--- config.mk ---
export PLATFORM = sky130hd
export DESIGN_NAME = lcd_mux_drive
export DESIGN_NICKNAME = d
export VERILOG_FILES = /design/src/rtl/lcd_drv_pkg.sv /design/src/rtl/lcd_frame_timer.sv /design/src/rtl/lcd_com_drive.sv /design/src/rtl/lcd_seg_drive.sv /design/src/rtl/lcd_mux_drive.sv
export SDC_FILE = /design/constraint.sdc
export NUM_CORES = 1
export LEC_CHECK = 0
export CAP_MARGIN = 10
export CORE_UTILIZATION = 35
export CTS_CLUSTER_SIZE = 30
export DETAILED_ROUTE_END_ITERATION = 12
export PLACE_DENSITY = 0.67
export SLEW_MARGIN = 30
export SYNTH_ARGS = -nofsm -noshare
export SYNTH_HDL_FRONTEND = slang
export SYNTH_SLANG_ARGS = --single-unit
--- constraint.sdc ---
create_clock -name clk -period 3.13 [get_ports clk]
set_input_delay 0.313 -clock clk [delete_from_list [all_inputs] [get_ports clk]]
set_output_delay 0.313 -clock clk [all_outputs]
set_load 0.005 [all_outputs]
--- src/rtl/lcd_drv_pkg.sv ---
package lcd_drv_pkg;
   localparam int NCOM = 4;
   localparam int SW   = 2;

   typedef enum logic [1:0] {
      LV_GND  = 2'd0,
      LV_LOW  = 2'd1,
      LV_MID  = 2'd2,
      LV_FULL = 2'd3
   } lvl_t;

   // common pin: selected swings rail to rail, unselected sits at bias point
   function automatic lvl_t com_level(input logic sel, input logic ph, input logic half);
      if (sel)       return ph ? LV_GND : LV_FULL;
      else if (half) return LV_MID;
      else           return ph ? LV_MID : LV_LOW;
   endfunction

   // segment pin: on is opposite to the selected common, off is intermediate
   function automatic lvl_t seg_level(input logic on, input logic ph, input logic half);
      if (on)        return ph ? LV_FULL : LV_GND;
      else if (half) return LV_MID;
      else           return ph ? LV_LOW : LV_MID;
   endfunction
endpackage

--- src/rtl/lcd_frame_timer.sv ---
module lcd_frame_timer
   import lcd_drv_pkg::*;
#(
   parameter int SLOT_TICKS = 2
) (
   input  logic          clk,
   input  logic          rst_n,
   input  logic          tick,
   input  logic          hold,
   input  logic          duty4,
   input  logic          fast,
   output logic [SW-1:0] slot,
   output logic          phase
);
   localparam int CW = $clog2(2 * SLOT_TICKS + 1);
   localparam logic [CW-1:0] LAST_FAST = CW'(SLOT_TICKS - 1);
   localparam logic [CW-1:0] LAST_SLOW = CW'(2 * SLOT_TICKS - 1);
   localparam logic [SW-1:0] TOP4 = SW'(NCOM - 1);
   localparam logic [SW-1:0] TOP3 = SW'(NCOM - 2);

   logic [CW-1:0] cnt_q;
   logic [SW-1:0] slot_q;
   logic          phase_q;
   logic          end_tick, end_slot, stray;

   always_comb begin
      end_tick = cnt_q >= (fast ? LAST_FAST : LAST_SLOW);
      end_slot = duty4 ? (slot_q == TOP4) : (slot_q >= TOP3);
      stray    = !duty4 && (slot_q == TOP4);
   end

   always_ff @(posedge clk) begin
      if (!rst_n || hold) begin
         cnt_q   <= '0;
         slot_q  <= '0;
         phase_q <= 1'b0;
      end else if (stray) begin
         slot_q  <= '0;
      end else if (tick) begin
         if (end_tick) begin
            cnt_q <= '0;
            if (end_slot) begin
               slot_q  <= '0;
               phase_q <= ~phase_q;
            end else begin
               slot_q  <= slot_q + 1'b1;
            end
         end else begin
            cnt_q <= cnt_q + 1'b1;
         end
      end
   end

   assign slot  = stray ? '0 : slot_q;
   assign phase = phase_q;
endmodule

--- src/rtl/lcd_com_drive.sv ---
module lcd_com_drive
   import lcd_drv_pkg::*;
(
   input  logic [SW-1:0]     slot,
   input  logic              phase,
   input  logic              half,
   input  logic              duty4,
   input  logic              blank,
   input  logic [NCOM-1:0]   xbits,
   output logic [2*NCOM-1:0] com
);
   for (genvar c = 0; c < NCOM; c++) begin : g_com
      logic sel;
      assign sel = (slot == SW'(c));
      if (c == NCOM - 1) begin : g_shared
         always_comb begin
            if (duty4) com[2*c +: 2] = com_level(sel, phase, half);
            else       com[2*c +: 2] = seg_level(xbits[slot] && !blank, phase, half);
         end
      end else begin : g_dedicated
         always_comb com[2*c +: 2] = com_level(sel, phase, half);
      end
   end
endmodule

--- src/rtl/lcd_seg_drive.sv ---
module lcd_seg_drive
   import lcd_drv_pkg::*;
#(
   parameter int N_SEG  = 12,
   parameter int N_PORT = 8
) (
   input  logic [NCOM*N_SEG-1:0] data,
   input  logic [SW-1:0]         slot,
   input  logic                  phase,
   input  logic                  half,
   input  logic                  blank,
   input  logic                  quiet,
   input  logic [3:0]            port_cnt,
   output logic [2*N_SEG-1:0]    seg,
   output logic [N_PORT-1:0]     pen
);
   localparam logic [3:0] NP = 4'(N_PORT);

   logic [3:0] cnt_sat;
   assign cnt_sat = (port_cnt > NP) ? NP : port_cnt;

   for (genvar k = 0; k < N_SEG; k++) begin : g_pin
      logic [NCOM-1:0] nib;
      lvl_t            wave;
      assign nib  = data[NCOM*k +: NCOM];
      assign wave = seg_level(nib[slot] && !blank, phase, half);
      if (k < N_PORT) begin : g_shared
         assign pen[k] = (4'(k) < cnt_sat);
         always_comb begin
            if (pen[k])     seg[2*k +: 2] = nib[0] ? LV_FULL : LV_GND;
            else if (quiet) seg[2*k +: 2] = LV_GND;
            else            seg[2*k +: 2] = wave;
         end
      end else begin : g_plain
         assign seg[2*k +: 2] = quiet ? LV_GND : wave;
      end
   end
endmodule

--- src/rtl/lcd_mux_drive.sv ---
module lcd_mux_drive
   import lcd_drv_pkg::*;
#(
   parameter int N_SEG      = 12,
   parameter int N_PORT     = 8,
   parameter int SLOT_TICKS = 2
) (
   input  logic                     clk,
   input  logic                     rst_n,
   input  logic                     tick,
   input  logic                     duty4,
   input  logic                     half_bias,
   input  logic                     fast_frame,
   input  logic                     blank,
   input  logic                     save,
   input  logic                     inhibit_n,
   input  logic [3:0]               port_cnt,
   input  logic [NCOM*N_SEG+NCOM-1:0] seg_data,
   output logic [2*N_SEG-1:0]       seg_lvl,
   output logic [2*NCOM-1:0]        com_lvl,
   output logic [N_PORT-1:0]        port_en
);
   if (N_PORT < 1 || N_PORT > N_SEG || N_PORT > 15) begin : g_bad_port
      $error("lcd_mux_drive: N_PORT must be 1..min(N_SEG,15)");
   end
   if (SLOT_TICKS < 1) begin : g_bad_slot
      $error("lcd_mux_drive: SLOT_TICKS must be at least 1");
   end

   logic [SW-1:0]        slot;
   logic                 phase;
   logic [2*N_SEG-1:0]   seg_w;
   logic [2*NCOM-1:0]    com_w;
   logic [N_PORT-1:0]    pen_w;

   lcd_frame_timer #(.SLOT_TICKS(SLOT_TICKS)) u_timer (
      .clk   (clk),
      .rst_n (rst_n),
      .tick  (tick),
      .hold  (save),
      .duty4 (duty4),
      .fast  (fast_frame),
      .slot  (slot),
      .phase (phase)
   );

   lcd_com_drive u_com (
      .slot  (slot),
      .phase (phase),
      .half  (half_bias),
      .duty4 (duty4),
      .blank (blank),
      .xbits (seg_data[NCOM*N_SEG +: NCOM]),
      .com   (com_w)
   );

   lcd_seg_drive #(.N_SEG(N_SEG), .N_PORT(N_PORT)) u_seg (
      .data     (seg_data[NCOM*N_SEG-1:0]),
      .slot     (slot),
      .phase    (phase),
      .half     (half_bias),
      .blank    (blank),
      .quiet    (save),
      .port_cnt (port_cnt),
      .seg      (seg_w),
      .pen      (pen_w)
   );

   always_ff @(posedge clk) begin
      if (!rst_n || !inhibit_n) begin
         seg_lvl <= '0;
         com_lvl <= '0;
         port_en <= '0;
      end else begin
         seg_lvl <= seg_w;
         com_lvl <= save ? '0 : com_w;
         port_en <= pen_w;
      end
   end
endmodule

Word-level counts from Yosys, hierarchy flattened
Cells that the tools add are included.
{ "classes": {"n_bitwise": 2, "order_cmp": 12, "n_addsub": 2, "n_reduce_logical": 26, "eq_ne": 4, "muxes": 80} }
{ "op_table": {"columns": ["cell", "count"], "rows": [
  ["$mux 2", 51],
  ["$bmux 1 s2", 13],
  ["$lt 3x4->1 const A", 4],
  ["$logic_and 1x1->1", 14],
  ["$mux 1", 14],
  ["$lt 1x4->1 const A", 2],
  ["$lt 2x4->1 const A", 2],
  ["$eq 2x2->1 const B", 3],
  ["$gt 4x4->1 const B", 1],
  ["$logic_not 1->1", 4],
  ["$mux 4", 1],
  ["$reduce_and 2->1", 2],
  ["$reduce_and 4->1", 1],
  ["$reduce_or 2->1", 2],
  ["$add 3x1->3 const B", 1],
  ["$ge 3x3->1", 1],
  ["$lt 2x3->1 const B", 1],
  ["$mux 3", 1],
  ["$add 2x1->2 const B", 1],
  ["$eq 2x1->1 const B", 1],
  ["$ge 2x2->1 const B", 1],
  ["$logic_not 2->1", 1],
  ["$logic_or 1x1->1", 2],
  ["$not 1->1", 2]
]} }
{ "word_totals": {"output_inout_bits": 40, "in_bits": 65, "ff_bits": 46, "word_cells": 133} }

Logic depth before layout (Yosys ltp)
Gate-level depths: netlist of run 1.
{ "logic_depth": {"word_depth": 9, "ltp_mapped": 8, "ltp_nobuf": 6} }

By module
From an unflattened synthesis of run 1, not the netlist that was laid out.
{ "hier_totals": {"cells_unflattened": 277, "hier_area_um2": 2517.4} }
{ "modules_own_cells": {"columns": ["module", "seq_area_each_um2", "area_each_um2", "instances", "cells_each"], "rows": [
  ["lcd_mux_drive", 800.8, 1121.1, 1, 88],
  ["lcd_seg_drive", 0.0, 860.8, 1, 124],
  ["lcd_frame_timer", 120.1, 347.8, 1, 39],
  ["lcd_com_drive", 0.0, 187.7, 1, 26]
]} }

Least setup slack after synthesis of run 1
Ideal clock, no wire load.
{ "synth_timing": {"path_type": "register to register", "from": "register u_timer.slot_q[1]", "to": "register seg_lvl[15]", "setup_time_ps": 133, "arrival_ps": 1599, "stages_incl_launch_ff": 8, "required_ps": 2997, "n_path_buf": 1, "setup_slack_ps": 1398, "period_less_slack_ps": 1732, "cell_sequence": "dfxtp_1 -> ha_1 -> nor2b_4 -> buf_4 -> o22ai_1 -> a221oi_2 -> mux2i_1 -> a211oi_2"} }
{ "synth_via": {"elab_chain_cells": 9} }
{ "synth_rtl": {"columns": ["item", "line_no", "source"], "rows": [
  ["start, declared", "lcd_frame_timer.sv:22", "logic [SW-1:0] slot_q;"],
  ["start signal, assigned", "lcd_frame_timer.sv:46", "slot_q <= slot_q + 1'b1;"],
  ["$eq 2x2->1", "lcd_frame_timer.sv:29", "stray = !duty4 && (slot_q == TOP4);"],
  ["$logic_and 1x1->1", "lcd_frame_timer.sv:29", null],
  ["$mux 2 *", "lcd_frame_timer.sv:54", "assign slot = stray ? '0 : slot_q;"],
  ["$bmux 1 s2 *", "lcd_seg_drive.sv:26", "assign wave = seg_level(nib[slot] && !blank, phase, half);"],
  ["$mux 1 (implied by the code) *", "lcd_seg_drive.sv:26", null],
  ["$logic_and 1x1->1 *", "lcd_seg_drive.sv:26", null],
  ["$mux 2 *", "lcd_drv_pkg.sv:21", "if (on) return ph ? LV_FULL : LV_GND;"],
  ["$mux 2 *", "lcd_seg_drive.sv:31", "else if (quiet) seg[2*k +: 2] = LV_GND;"],
  ["$mux 2 *", "lcd_seg_drive.sv:30", "if (pen[k]) seg[2*k +: 2] = nib[0] ? LV_FULL : LV_GND;"],
  ["end signal, assigned", "lcd_mux_drive.sv:75", "seg_lvl <= seg_w;"],
  ["end, declared", "lcd_mux_drive.sv:19", "output logic [2*N_SEG-1:0] seg_lvl,"]
]} }
Every way passes the cells marked *; elsewhere a longest branch is shown, timed or not. The select of a mux whose other input is x is not followed.
A chain may end at the register's enable or synchronous reset.

Final worst setup path of run 1
{ "layout_timing": {"from": "input port duty4", "to": "register seg_lvl[15]"} }
{ "layout_via": {"elab_chain_cells": 9} }
{ "layout_rtl": {"columns": ["item", "line_no", "source"], "rows": [
  ["start, declared", "lcd_mux_drive.sv:11", "input logic duty4,"],
  ["$logic_not 1->1", "lcd_frame_timer.sv:29", null],
  ["$logic_and 1x1->1", "lcd_frame_timer.sv:29", null],
  ["$mux 2", "lcd_frame_timer.sv:54", null],
  ["$bmux 1 s2", "lcd_seg_drive.sv:26", null],
  ["$mux 1 (implied by the code)", "lcd_seg_drive.sv:26", null],
  ["$logic_and 1x1->1", "lcd_seg_drive.sv:26", null],
  ["$mux 2", "lcd_drv_pkg.sv:21", null],
  ["$mux 2", "lcd_seg_drive.sv:31", null],
  ["$mux 2", "lcd_seg_drive.sv:30", null]
]} }
No other way between the ends. The select of a mux whose other input is x is not followed.

==> run metrics, run 1 <==
Final Util a little over half; RSZ-0062 raised after global routing no; 1st-pass router iterations 5; CP max FO 24; endpoints failing hold 0; clk_lat worst skew 0.30 ns; Die Wd around 89 µm; min-delay src u_timer.cnt_q[2]; Vert. Die Dim 88.81 µm; share of post-route cells with drive strength above 1 7.282%; final setup vio count 0; clk root buf clkbuf_8; dpl ws approximately 0.67 ns; Starting DRT DRC Count 152; CTS buffer count 5; Synthesized Nets 389; switching part of the total 25.61%; Top Ports 105; Nets 481; combinational family with the most area after synthesis compound AO/OA/AOI/OAI gates; Leak Pwr 1.400 nW; Max Slew Vio Count 0; Port Buf Inserts ~100; final wirelength ~8.4 mm; Post-CTS Hold Buffers 0; Comb pwr share roughly a fifth; Final Power between 1 and 1.5 mW; fillers about 700; wire length per cell roughly 16 µm; Final Cycle Share between 60% and 70%; Area Growth Syn to Fin 44.54%; Layout Skew a little over 0.005 ns; n_diodes 0; WP data required between 3 and 4 ns; Setup crit start kind input pin; Cell Area, Placed 0.003721 mm²; FMAX between 400 and 500 MHz; async set-reset flop share out of synthesis 0%; synth warn 0; largest net degree at the start of global routing 41; top_reg_cell synth dfxtp_1; post-CTS sizing 0; sequential share of the synthesized area a little over a third; routability cong. 0.8434; area of the multi-input gates about 0.0015 mm²; dpl hpwl 6.160 mm; CTS tree done; fin crit period between 2 and 2.5 ns; CTS Sinks 46; Gate Count Post-Synth roughly 320; compound-gate portion of the synthesized area between 30% and 40%; storage element area 922.1 µm²; final total negative setup slack 0 ns; worst rel slew slack roughly 36%; core box area ~0.0073 mm²; Post-Synth XOR/XNOR Area less than 1%; initial antenna violation count 0; WP data arrival around 2.3 ns; Final Cell Area approximately 0.0038 mm²; post-synthesis simple-gate area fraction about a fifth; Max Cap Viol 0; Bufs on Longest Clock Path 2; crit path kind input pin to register; Worst R2R Start u_timer.phase; cell area power density 328.3 mW/mm²; worst setup margin about 0.97 ns; post-synthesis area per instance between 8 and 9 µm²; post-synthesis adder-cell area fraction about 2.4%; Post-CTS Setup Bufs 0; H-tree depth 2; CTS clock-pin slew for the worst setup and hold paths 0.09 ns; Internal Pwr Total 0.9311 mW; Antenna Nets Post-Route 0; transition time of the tightest slew-check pin about 0.96 ns; EDFF count, synth 0; die area 0.007887 mm²; Mapped Area around 0.0026 mm²; post-synthesis mux area share under 10%; sequential share of power between 40% and 50%; maximum vdd drop 0.1730 mV; GRT Overall Usage between 20% and 30%; synth unique cells 56; register bit total from synthesis 46; Vias roughly 2800; critical path endpoint category register; vias in the first global route about 2600; clock power share 30.5%; Rows 31; hold crit path type register to register; vias per cell ~5.4; GRT overflow 0; first-pass GRT wire length around 13 mm; initial cell density of the core ~36%; switching power approximately 0.32 mW; status finished, final reports clean; DRC viols 0; start point of the critical path duty4
final timing paths:
kind | depth (start not counted) | to | slack, ns
worst max-delay path | 6 | seg_lvl[15] | 0.97
worst min-delay path | 2 | u_timer.cnt_q[2] | 0.46
worst max register to register | 4 | seg_lvl[0] | 0.97
worst min register to register | 2 | u_timer.cnt_q[2] | 0.46
power groups by stage:
| stage | logic [mW] | registers, mW | clock network (mW) |
|---|---|---|---|
| finish | 0.260 | 0.610 | 0.382 |
| global route | 0.281 | 0.612 | 0.417 |
| CTS | 0.258 | 0.611 | 0.388 |
| detailed placement | 0.257 | 0.624 | 0 |
| global placement | 0.254 | 0.624 | 0 |
| floorplan | 0.105 | 0.626 | 0 |
cells in the mapped netlist, types with 6 or more instances:
| library cell | number | share of area, % |
|---|---|---|
| dfxtp_1 | 46 | 35 |
| nand2_1 | 33 | 4.7 |
| nor2_1 | 24 | 3.4 |
| a21oi_1 | 22 | 4.2 |
| inv_1 | 15 | 2.1 |
| clkbuf_1 | 13 | 1.9 |
| nor3_1 | 13 | 2.5 |
| a211oi_1 | 12 | 3.4 |
| a221oi_1 | 10 | 3.3 |
| nand2b_1 | 9 | 2.1 |
| o21ai_0 | 8 | 1.5 |
| a2bb2oi_1 | 7 | 2.3 |
| mux2_2 | 7 | 3.0 |
| mux2i_1 | 7 | 2.7 |
| buf_2 | 6 | 1.1 |
flip-flops by register name, indices dropped and copies added (netlist names):
signal / cells
u_timer.slot_q: 2
seg_lvl: 24
com_lvl: 8
port_en: 8
u_timer.phase: 1
u_timer.cnt_q: 3
stage by stage:
| stage | instances | hold WS (ns) |
|---|---|---|
| after floorplan | 319 | 0.4359 |
| after global placement | 503 | 0.4477 |
| after detailed placement | 503 | 0.4534 |
| after CTS | 511 | 0.4655 |
| after global routing | 511 | 0.4917 |
| final | 511 | 0.4640 |
layout by cell type (no fill, tap or decap), types with 2 or more instances in the layout:
master           netlist  layout
a211oi_1              12      12
a21boi_0               2       2
a21o_1                 2       2
a21oi_1               22      22
a221oi_1              10      10
a2bb2oi_1              7       7
a311oi_1               4       4
a31oi_1                5       5
and2_1                 3       3
and3_1                 4       4
buf_4                  3       6
clkbuf_8               0       6
clkdlybuf4s50_1        0     104
dfxtp_1               46      45
ha_1                   5       5
inv_1                 15      15
mux2_2                 7       7
mux2i_1                7       7
nand2_1               33      33
nand2b_1               9       9
nand3_1                5       5
nor2_1                24      24
nor2b_1                5       5
nor3_1                13      13
o211ai_1               4       4
o21a_1                 3       3
o21ai_0                8       8
o21ai_1                5       5
o221ai_1               5       5
o2bb2ai_1              2       2
o311a_1                2       2
or3_1                  2       2
xor2_1                 2       2
critical path: stages:
cell and delay, ns:
clkdlybuf4s50_1 0.57, nor2b_4 0.51, o22ai_1 0.19, a221oi_2 0.37
mux2i_1 0.27, a211oi_2 0.09
per-layer routing:
layer | up-vias | part of all wire (%) | global-route usage (%)
li1 | 1358 | - | -
met1 | 1286 | 45 | 29.10
met2 | 125 | 46 | 35.03
met3 | 14 | 7.4 | 4.198
met4 | 0 | 1.9 | 8.065
met5 | - | 0 | 0
area by class of cell:
cell class / count / share of cell area, %
timing repair buffer: 110 / 28.49
sequential: 46 / 24.19
tap: 99 / 3.249
clock inverter: 1 / 0.1313
multi-input combinational: 232 / 40.11
clock buffer: 7 / 2.265
inverter: 16 / 1.575
cell families (layout without fill, tap and decap cells):
group	count (synthesis)	after routing
compound gates	106	106
simple gates	104	104
flops	46	46
buf+inv	41	134
mux	15	15
fa+ha+maj	5	5
xor+xnor	2	2
Note: power is estimated with default switching activity, not from simulation.
==> inputs of run 2 (changes only) <==
Clock period 3.13 ns to 2 ns, I/O delays scaled along.
==> run 2 against run 1 <==
Combinational power rose by 69%. Final area rose by 6.3%. Register-to-register slack got worse by 0.85 ns. Final cell count rose by 5.9%. Critical path depth rose by 1. Highest routed layer unchanged. Clock power rose by 46%. Core utilization rose by 3.3 points.
==> run metrics, run 2 (synthesis results as in run 1) <==
GRT overflow 0 (unchanged); vias per cell 5.346 (-1.8%); CTS tree done; Slowest Stage Delay on Critical Path 0.35 ns (-0.22 ns); Post-CTS Setup Bufs 0 (unchanged); fillers 703 (-0.99%); clk_lat worst skew 0.30 ns (about the same); Max Cap Viol 0 (unchanged); reg-to-reg setup timing slack 0.12 ns (-0.85 ns); core box area 0.007253 mm² (unchanged); first-pass GRT wire length 13.36 mm (+2.2%); Die Wd 88.81 µm (unchanged); H-tree depth 2 (unchanged); final wirelength 8.608 mm (+3.0%); Bufs on Longest Clock Path 2 (unchanged); CP max stage cell dfxtp_2; largest net degree at the start of global routing 27 (-34%); CP cell instances ha_2, nor2b_4, buf_12, a2bb2oi_1, o221a_1, o211ai_1, a221oi_1; Setup crit start kind register; CTS clock-pin slew for the worst setup and hold paths 0.09 ns (about the same); Port Buf Inserts 104 (unchanged); Final Power 1.951 mW (+56%); Vias 2892 (+3.9%); die area 0.007887 mm² (unchanged); critical path endpoint category register; CTS Sinks 46 (unchanged); Regs by FF count seg_lvl x24, com_lvl x8, port_en x8; met2 Track Usage GR 35.87% (+0.84 points); DRC viols 0 (unchanged); CTS buffer count 5 (unchanged); final total negative setup slack 0 ns (unchanged); Post-CTS Hold Buffers 0 (unchanged); crit path kind register to register; WP data arrival 2.08 ns (-0.25 ns); FMAX roughly 530 MHz; cell area power density 481.1 mW/mm² (+47%); dpl hpwl 6.625 mm (+7.6%); WHS Path Cells 2 (unchanged); share of post-route cells with drive strength above 1 14.48% (+7.2 points); RSZ-0062 raised after global routing no; R2R cell count 7 (+3); GRT Overall Usage 22.24% (+0.40 points); transition time of the tightest slew-check pin 0.8957 ns (-0.06285 ns); routability cong. 0.8981 (+6.5%); max reg flops 24 (unchanged); worst hold endpoint u_timer.cnt_q[2]; vias in the first global route 2750 (+5.2%); maximum vdd drop 0.2410 mV (+39%); initial antenna violation count 0 (unchanged); 1st-pass router iterations 4 (-1); Non-Filler Instances 541 (+5.9%); endpoints failing hold 0 (unchanged); WP data required 2.20 ns (-1.09 ns); wire length per cell 15.91 µm (-2.7%); Antenna Nets Post-Route 0 (unchanged); Layout Skew 0.007004 ns (+0.001806 ns); worst rel slew slack 40.16% (+4.2 points); Hold WS 0.4812 ns (+0.01715 ns); fin crit period between 1.5 and 2 ns; most frequent cells in the layout clkdlybuf4s50_1 (104), dfxtp_1 (44), buf_4 (36); clk root buf clkbuf_8; final setup vio count 0 (unchanged); Reg with most FFs seg_lvl; CP max FO 13 (-46%); met1 Track Usage GR 29.69% (+0.59 points); Vert. Die Dim 88.81 µm (unchanged); initial cell density of the core 36.36% (unchanged); Worst R2R Start u_timer.slot_q[0]; Top Ports 105 (unchanged); Leak Pwr 1.549 nW (+11%); Max Slew Vio Count 0 (unchanged); hold crit path type register to register; most common cell after layout, fill and taps aside clkdlybuf4s50_1; GR Util met3 3.545% (-0.65 points); n_diodes 0 (unchanged); Area Growth Syn to Fin 53.70%; Inst Count DP 534 (+6.2%); Rows 31 (unchanged); Nets 512 (+6.4%); grt peak-use layer met2; r2r endpoint seg_lvl[9]; status finished, final reports clean; Final Cycle Share between 90% and 100%; min-delay src u_timer.cnt_q[2]; Starting DRT DRC Count 203 (+34%)
-- run 2: how the worst max path moves through the flow --
stage | slack [ns] | to | from
4_1_cts | 0.08 | seg_lvl[9] | u_timer.slot_q[1]
3_5_place_dp | -0.03 | seg_lvl[9] | duty4
6_report | 0.12 | seg_lvl[9] | u_timer.slot_q[0]
2_1_floorplan | 0.27 | seg_lvl[15] | u_timer.slot_q[1]
3_3_place_gp | 0.05 | seg_lvl[4] | duty4
5_1_grt | 0.008 | seg_lvl[9] | u_timer.slot_q[1]
-- run 2: metrics by stage --
step	setup WS, ns	instance area (µm²)	util [%]
6_report	0.1204	4054	55.89
5_1_grt	0.008409	4054	55.89
4_1_cts	0.08290	4045	55.77
3_5_place_dp	-0.02764	3966	54.68
3_3_place_gp	0.04967	3966	54.68
2_1_floorplan	0.2683	2638	-
-- run 2: power breakdown --
part           switching, mW  internal [mW]
registers            0.00955          0.945
logic                  0.179          0.259
clock network          0.321          0.235
-- run 2: metal layers --
| layer | share of wire [%] | wire [µm] | up-vias |
|---|---|---|---|
| li1 | - | - | 1417 |
| met1 | 45 | 3872 | 1365 |
| met2 | 47 | 4068 | 102 |
| met3 | 6.6 | 568 | 8 |
| met4 | 1.1 | 98 | 0 |
| met5 | 0 | 0 | - |
-- run 2: layout make-up --
class | count | area (µm²) | area share (%)
Clock buffer | 5 | 68.82 | 1.698
Clock inverter | 2 | 10.01 | 0.2469
Inverter | 16 | 60.06 | 1.481
Multi-Input combinational cell | 232 | 1536 | 37.90
Sequential cell | 46 | 923.4 | 22.78
Tap cell | 99 | 123.9 | 3.056
Timing Repair Buffer | 141 | 1331 | 32.84
-- run 2: what timing repair did --
item | 4_1_cts | 5_1_grt
endpoints found under the hold margin | 0 | 0
gates resized for setup | 0 | 3
setup endpoints to repair | 0 | 3
-- run 2: critical path, delay by kind of cell (launching register included) --
family | cells | cell delay [ns]
compound gates | 4 | 0.81
simple gates | 1 | 0.23
buf+inv | 1 | 0.16
flops | 1 | 0.35
fa+ha+maj | 1 | 0.21
